### config.mk
export PLATFORM = sky130hd
export DESIGN_NAME = tmr_cmp_unit
export DESIGN_NICKNAME = d
export VERILOG_FILES = /design/src/rtl/tcu_pkg.sv /design/src/rtl/tcu_counter.sv /design/src/rtl/tcu_channel.sv /design/src/rtl/tmr_cmp_unit.sv
export SDC_FILE = /design/constraint.sdc
export NUM_CORES = 1
export LEC_CHECK = 0
export BUFFER_PORTS_ARGS = -buffer_cell sky130_fd_sc_hd__buf_2
export CAP_MARGIN = 5
export CORE_MARGIN = 2
export CORE_UTILIZATION = 55
export CTS_CLUSTER_DIAMETER = 120
export DETAILED_ROUTE_END_ITERATION = 10
export PLACE_DENSITY = 0.82
export SYNTH_ARGS = -nofsm -noshare
export SYNTH_HDL_FRONTEND = slang
export SYNTH_SLANG_ARGS = --single-unit
### constraint.sdc
create_clock -name clk_i -period 2.5 [get_ports clk_i]
set_input_delay 0.25 -clock clk_i [delete_from_list [all_inputs] [get_ports clk_i]]
set_output_delay 0.25 -clock clk_i [all_outputs]
set_load 0.02 [all_outputs]
### src/rtl/tcu_pkg.sv
package tcu_pkg;
  localparam int NCH = 3;

  typedef enum logic [1:0] {
    ACT_HOLD = 2'd0,
    ACT_TGL  = 2'd1,
    ACT_LOW  = 2'd2,
    ACT_HIGH = 2'd3
  } act_e;

  localparam logic [1:0] WM_NORMAL = 2'd0;
  localparam logic [1:0] WM_CTC    = 2'd1;

  localparam logic [3:0] ADR_ACT   = 4'd0;
  localparam logic [3:0] ADR_MODE  = 4'd1;
  localparam logic [3:0] ADR_STRB  = 4'd2;
  localparam logic [3:0] ADR_FLAG  = 4'd3;
  localparam logic [3:0] ADR_W16_LO = 4'd4;
  localparam logic [3:0] ADR_W16_HI = 4'd11;
endpackage

### src/rtl/tcu_counter.sv
module tcu_counter #(
  parameter int CW = 16
) (
  input  logic          clk_i,
  input  logic          rst_ni,
  input  logic          tick_i,
  input  logic          ld_i,
  input  logic [CW-1:0] ld_val_i,
  input  logic          ctc_i,
  input  logic          top_hit_i,
  output logic [CW-1:0] cnt_o,
  output logic          cmp_en_o
);
  logic blk_q;

  // compares are live on a tick that is neither a load nor the tick after one
  assign cmp_en_o = tick_i & ~ld_i & ~blk_q;

  always_ff @(posedge clk_i or negedge rst_ni) begin
    if (!rst_ni) begin
      cnt_o <= '0;
      blk_q <= 1'b0;
    end else begin
      if (ld_i)
        cnt_o <= ld_val_i;
      else if (tick_i)
        cnt_o <= (ctc_i && top_hit_i) ? '0 : cnt_o + 1'b1;

      if (ld_i)
        blk_q <= 1'b1;
      else if (tick_i)
        blk_q <= 1'b0;
    end
  end

  assert_load_commit_R10: assert property (@(posedge clk_i) disable iff (!rst_ni)
    ld_i |=> cnt_o == $past(ld_val_i));

  assert_count_step_R2: assert property (@(posedge clk_i) disable iff (!rst_ni)
    (tick_i && !ld_i && !(ctc_i && top_hit_i)) |=> cnt_o == CW'($past(cnt_o) + 1'b1));

  assert_ctc_clear_R3: assert property (@(posedge clk_i) disable iff (!rst_ni)
    (tick_i && !ld_i && ctc_i && top_hit_i) |=> cnt_o == '0);

  assert_load_blocks_R9: assert property (@(posedge clk_i) disable iff (!rst_ni)
    ld_i |=> !cmp_en_o);
endmodule

### src/rtl/tcu_channel.sv
module tcu_channel
  import tcu_pkg::*;
#(
  parameter int CW = 16
) (
  input  logic          clk_i,
  input  logic          rst_ni,
  input  logic [CW-1:0] cnt_i,
  input  logic [CW-1:0] cmp_i,
  input  logic [1:0]    act_i,
  input  logic          cmp_en_i,
  input  logic          force_i,
  input  logic          flag_clr_i,
  output logic          hit_o,
  output logic          oc_o,
  output logic          flag_o
);
  logic evt;

  assign hit_o = cmp_en_i & (cnt_i == cmp_i);
  assign evt   = hit_o | force_i;

  always_ff @(posedge clk_i or negedge rst_ni) begin
    if (!rst_ni) begin
      oc_o   <= 1'b0;
      flag_o <= 1'b0;
    end else begin
      if (evt) begin
        unique case (act_e'(act_i))
          ACT_HOLD: oc_o <= oc_o;
          ACT_TGL:  oc_o <= ~oc_o;
          ACT_LOW:  oc_o <= 1'b0;
          ACT_HIGH: oc_o <= 1'b1;
        endcase
      end
      if (hit_o)
        flag_o <= 1'b1;
      else if (flag_clr_i)
        flag_o <= 1'b0;
    end
  end

  assert_force_no_flag_R6: assert property (@(posedge clk_i) disable iff (!rst_ni)
    (force_i && !hit_o && !flag_clr_i) |=> flag_o == $past(flag_o));

  assert_hit_sets_flag_R5: assert property (@(posedge clk_i) disable iff (!rst_ni)
    hit_o |=> flag_o);

  assert_act_high_R4: assert property (@(posedge clk_i) disable iff (!rst_ni)
    (evt && act_i == 2'd3) |=> oc_o);

  assert_act_tgl_R4: assert property (@(posedge clk_i) disable iff (!rst_ni)
    (evt && act_i == 2'd1) |=> oc_o != $past(oc_o));

  assert_idle_hold_R4: assert property (@(posedge clk_i) disable iff (!rst_ni)
    !evt |=> $stable(oc_o));
endmodule

### src/rtl/tmr_cmp_unit.sv
module tmr_cmp_unit
  import tcu_pkg::*;
#(
  parameter int DW = 8,
  parameter int AW = 4
) (
  input  logic          clk_i,
  input  logic          rst_ni,
  input  logic          tick_i,
  input  logic [AW-1:0] addr_i,
  input  logic          wr_i,
  input  logic          rd_i,
  input  logic [DW-1:0] wdata_i,
  output logic [DW-1:0] rdata_o,
  output logic [NCH-1:0] oc_o
);
  localparam int CW  = 2 * DW;
  localparam int NW  = NCH + 1;   // counter plus compare registers
  localparam int IW  = $clog2(NW);

  logic [2*NCH-1:0] act_q;
  logic [1:0]       wm_q;
  logic [DW-1:0]    tmp_q;
  logic [CW-1:0]    cmp_q [NCH];
  logic [CW-1:0]    w16   [NW];
  logic [CW-1:0]    cnt;
  logic             cmp_en;
  logic [NCH-1:0]   hit, flag, force_v, flag_clr;

  // 16-bit window decode
  logic          in_w16, lo_sel;
  logic [AW-1:0] w_off;
  logic [IW-1:0] w_idx;

  assign in_w16 = (addr_i >= AW'(ADR_W16_LO)) && (addr_i <= AW'(ADR_W16_HI));
  assign w_off  = addr_i - AW'(ADR_W16_LO);
  assign w_idx  = w_off[IW:1];
  assign lo_sel = ~w_off[0];

  assign w16[0] = cnt;
  for (genvar i = 0; i < NCH; i++) begin : g_w16
    assign w16[i+1] = cmp_q[i];
  end

  logic ld_cnt;
  assign ld_cnt = wr_i & in_w16 & lo_sel & (w_idx == '0);

  always_ff @(posedge clk_i or negedge rst_ni) begin
    if (!rst_ni) begin
      act_q <= '0;
      wm_q  <= '0;
      tmp_q <= '0;
    end else begin
      if (wr_i && addr_i == AW'(ADR_ACT))  act_q <= wdata_i[2*NCH-1:0];
      if (wr_i && addr_i == AW'(ADR_MODE)) wm_q  <= wdata_i[1:0];
      if (wr_i && in_w16 && !lo_sel)
        tmp_q <= wdata_i;
      else if (rd_i && in_w16 && lo_sel)
        tmp_q <= w16[w_idx][CW-1:DW];
    end
  end

  for (genvar i = 0; i < NCH; i++) begin : g_cmp
    always_ff @(posedge clk_i or negedge rst_ni) begin
      if (!rst_ni)
        cmp_q[i] <= '0;
      else if (wr_i && in_w16 && lo_sel && w_idx == IW'(i + 1))
        cmp_q[i] <= {tmp_q, wdata_i};
    end

    // strobe bits run downward from the MSB: A at DW-1
    assign force_v[i]  = wr_i & (addr_i == AW'(ADR_STRB)) & wdata_i[DW-1-i] & ~wm_q[1];
    assign flag_clr[i] = wr_i & (addr_i == AW'(ADR_FLAG)) & wdata_i[i];

    tcu_channel #(.CW(CW)) u_ch (
      .clk_i      (clk_i),
      .rst_ni     (rst_ni),
      .cnt_i      (cnt),
      .cmp_i      (cmp_q[i]),
      .act_i      (act_q[2*i +: 2]),
      .cmp_en_i   (cmp_en),
      .force_i    (force_v[i]),
      .flag_clr_i (flag_clr[i]),
      .hit_o      (hit[i]),
      .oc_o       (oc_o[i]),
      .flag_o     (flag[i])
    );
  end

  tcu_counter #(.CW(CW)) u_cnt (
    .clk_i     (clk_i),
    .rst_ni    (rst_ni),
    .tick_i    (tick_i),
    .ld_i      (ld_cnt),
    .ld_val_i  ({tmp_q, wdata_i}),
    .ctc_i     (wm_q == WM_CTC),
    .top_hit_i (hit[0]),
    .cnt_o     (cnt),
    .cmp_en_o  (cmp_en)
  );

  always_comb begin
    rdata_o = '0;
    if (in_w16)
      rdata_o = lo_sel ? w16[w_idx][DW-1:0] : tmp_q;
    else if (addr_i == AW'(ADR_ACT))
      rdata_o = DW'(act_q);
    else if (addr_i == AW'(ADR_MODE))
      rdata_o = DW'(wm_q);
    else if (addr_i == AW'(ADR_FLAG))
      rdata_o = DW'(flag);
  end

  assert_pwm_no_force_R7: assert property (@(posedge clk_i) disable iff (!rst_ni)
    wm_q[1] |-> force_v == '0);

  assert_tmp_hi_write_R10: assert property (@(posedge clk_i) disable iff (!rst_ni)
    (wr_i && in_w16 && !lo_sel) |=> tmp_q == $past(wdata_i));
endmodule

==> results_dict.tcl <==
set metrics [dict create \
    p_per_area_nw_per_um2 837 \
    synth-edff-count 0 \
    hold_viol 0 \
    synth_area_um2 5150 \
    fp.dieW_um 101 \
    synthSimpleGateAreaFrac 0.144 \
    ys_seq_area_frac 0.423 \
    seqPwrFrac 0.476 \
    syn_inst 475 \
    slew_viol_final 0 \
    gp_congestion 0.980 \
    vdd_drop_max_v 0.000312 \
    io_pins 28 \
    utilization 0.617 \
    wirelength_mm 13.5 \
    core_area_um2 9150 \
    cp.arrival_ns 2.51 \
    syn_area_per_cell_um2 10.8 \
    hold_buffers 1 \
    synthToLayoutAreaGrowth_pct 9.52 \
    vias_per_cell 6.47 \
    synth_top_family_by_area "multiplexers" \
    combPwrFrac 0.307 \
    p_sw_mw 1.70 \
    synth_adder_area_share 0.00243 \
    grtUsageTotal 0.284 \
    intPower_mw 3.02 \
    r2r_start "u_cnt.cnt_o[0]" \
    syn_nets 493 \
    grt_pass1_wl_mm 21.8 \
    die_area_um2 10200 \
    cts_tree "done" \
    initial_utilization 0.563 \
    cts-root-buf "clkbuf_8" \
    clk_pin_slew_ns 0.09 \
    drt_drc_violations_left 0 \
    dpl_worst_slack_ns 0.315 \
    startpoint_type "flop" \
    fin_skew_ns 0.0118 \
    p_leak_nw 2.42 \
    clockBufferDepth 2 \
    cts_setup_buffers 0 \
    hpwlAfterDp_mm 9.95 \
    wl_per_cell_um 22.0 \
    overflow 0 \
    numCtsBuffers 9 \
    layout_commonest_cell "dfrtp_1" \
    rsz0062_at_grt "false" \
    cts.sinks 87 \
    placed_area_um2 5430 \
    period_needed_ns 2.23 \
    clock_latency_ns 0.36 \
    ctsResizeCount 0 \
    worstHoldStart "wdata_i[7]" \
    holdPathEnd "u_cnt.cnt_o[7]" \
    vias 3967 \
    synth_mux_area_frac 0.228 \
    hp-class "input pin to flop" \
    final_cell_area_um2 5640 \
    status "finished, final reports clean" \
    max_freq_mhz 448 \
    holdPathStages 3 \
    antenna_cells 0 \
    synth-xor-area-share 0.0867 \
    setup_ws_ns 0.268 \
    final_cell_mix "87 x dfrtp_1, 58 x mux2_2, 36 x nand2_1, 35 x xnor2_1, 26 x buf_2" \
    ys_warn_count 0 \
    period_share 0.893 \
    std_cell_rows 35 \
    placed_cells 596 \
    pwr-share-clk 0.217 \
    worst_slew_pin_slew_ns 1.18 \
    rr_worst_depth 7 \
    reg2reg_to "u_cnt.cnt_o[12]" \
    regToRegSetupSlack_ns 0.27 \
    swShare 0.360 \
    synthArstFlopShare 1.00 \
    drtPass1Iterations 6 \
    yosys_register_bits 87 \
    h-tree-depth 3 \
    worstPathRequired_ns 2.78 \
    nets 515 \
    grt_max_degree 54 \
    critPathKind "flop to flop" \
    synth_cell_type_count 48 \
    relSlewSlack 0.213 \
    first_global_vias 3925 \
    initialDrtViolationCount 309 \
    setup_viol 0 \
    route.antenna.remaining_nets 0 \
    synthFlopType "dfrtp_1" \
    cap_violations 0 \
    fin_tns_setup_ns 0 \
    worst-path-max-fanout 8 \
    synth_compound_area_frac 0.0724 \
    stdcell_count 613 \
    endpoint_kind "flop" \
    die_h_um 101 \
    io_buffers 27 \
    layout-drive-gt1-share 0.295 \
    antenna_found_initial 0 \
]
## cell families after synthesis
| group | Yosys count |
|---|---|
| flops | 87 |
| xor+xnor | 51 |
| fa+ha+maj | 1 |
| compound gates | 62 |
| buf+inv | 50 |
| simple gates | 135 |
| mux | 89 |
## power by group through the flow
| stage | clock network [mW] | logic (mW) | registers (mW) |
|---|---|---|---|
| after floorplan | 0 | 1.19 | 2.00 |
| after global placement | 0 | 1.40 | 2.23 |
| after detailed placement | 0 | 1.43 | 2.26 |
| after CTS | 1.04 | 1.44 | 2.23 |
| after global routing | 1.08 | 1.56 | 2.30 |
| final | 1.03 | 1.45 | 2.25 |
## state kept, by name, summed over array words and instances (netlist names)
name and flops:
act_q 6, cmp_q 48, g_cmp.u_ch.flag_o 3, g_cmp.u_ch.oc_o 3, tmp_q 8, u_cnt.blk_q 1
u_cnt.cnt_o 16, wm_q 2
## metal layers
layer / GRT usage / wire length (um) / vias up / share of wire
li1: - / - / 1748 / -
met1: 0.396 / 5660 / 1970 / 0.42
met2: 0.443 / 6350 / 219 / 0.47
met3: 0.0589 / 1190 / 30 / 0.088
met4: 0.100 / 289 / 0 / 0.021
met5: 0 / 0 / - / 0
## cell usage after synthesis (2+ instances only)
master / instances / area share
dfrtp_1: 87 / 0.42
mux2_2: 58 / 0.13
nand2_1: 36 / 0.026
xnor2_1: 35 / 0.059
clkbuf_1: 25 / 0.018
nor2_1: 24 / 0.017
o21ai_0: 21 / 0.020
nand4_1: 16 / 0.019
xor2_1: 16 / 0.027
mux2i_1: 15 / 0.029
mux4_2: 13 / 0.057
a21oi_1: 12 / 0.012
a31oi_1: 10 / 0.012
inv_1: 10 / 0.0073
nand3_1: 10 / 0.0097
nor3_1: 9 / 0.0087
and3_1: 8 / 0.0097
buf_2: 7 / 0.0068
nor4_1: 5 / 0.0061
buf_4: 4 / 0.0058
nand3b_1: 4 / 0.0058
nor3b_1: 4 / 0.0058
o31ai_1: 4 / 0.0058
a21o_1: 3 / 0.0044
mux4_1: 3 / 0.015
nand2b_1: 3 / 0.0036
o22ai_1: 3 / 0.0036
a21boi_0: 2 / 0.0029
a22oi_1: 2 / 0.0029
buf_1: 2 / 0.0015
buf_6: 2 / 0.0044
nand4b_1: 2 / 0.0034
nor3b_2: 2 / 0.0049
or2_2: 2 / 0.0024
or3_1: 2 / 0.0024
or4_4: 2 / 0.0044
## cell type report
cell class	instances	area, um2
Fill cell	718	3510
Clock inverter	6	70.1
Timing Repair Buffer	51	333
Multi-Input combinational cell	338	2750
Clock buffer	10	138
Inverter	10	37.5
Tap cell	111	139
Sequential cell	87	2180
## worst max-delay path by stage
stage	from	end	slack (ns)	depth (start not counted)
after global placement	u_cnt.cnt_o[0]	u_cnt.cnt_o[12]	0.30	7
after floorplan	u_cnt.cnt_o[11]	u_cnt.cnt_o[15]	0.53	7
after detailed placement	u_cnt.cnt_o[0]	u_cnt.cnt_o[12]	0.31	7
final	u_cnt.cnt_o[0]	u_cnt.cnt_o[12]	0.27	7
after CTS	u_cnt.cnt_o[0]	u_cnt.cnt_o[12]	0.27	7
after global routing	u_cnt.cnt_o[0]	u_cnt.cnt_o[12]	0.11	7
## critical path: stages, from the launching register on
cell,delay [ns]
dfrtp_1,0.51
ha_1,0.25
and3_1,0.23
nand3_1,0.19
or3_1,0.43
a2111oi_0,0.38
a21oi_1,0.07
o21ai_0,0.09
## metrics by stage
step	power (mW)	hold slack, ns
CTS	4.71	0.211
detailed placement	3.69	0.236
global route	4.94	0.229
floorplan	3.19	-0.0456
finish	4.72	0.224
global placement	3.64	0.226
(Power assumes the default switching activity.)
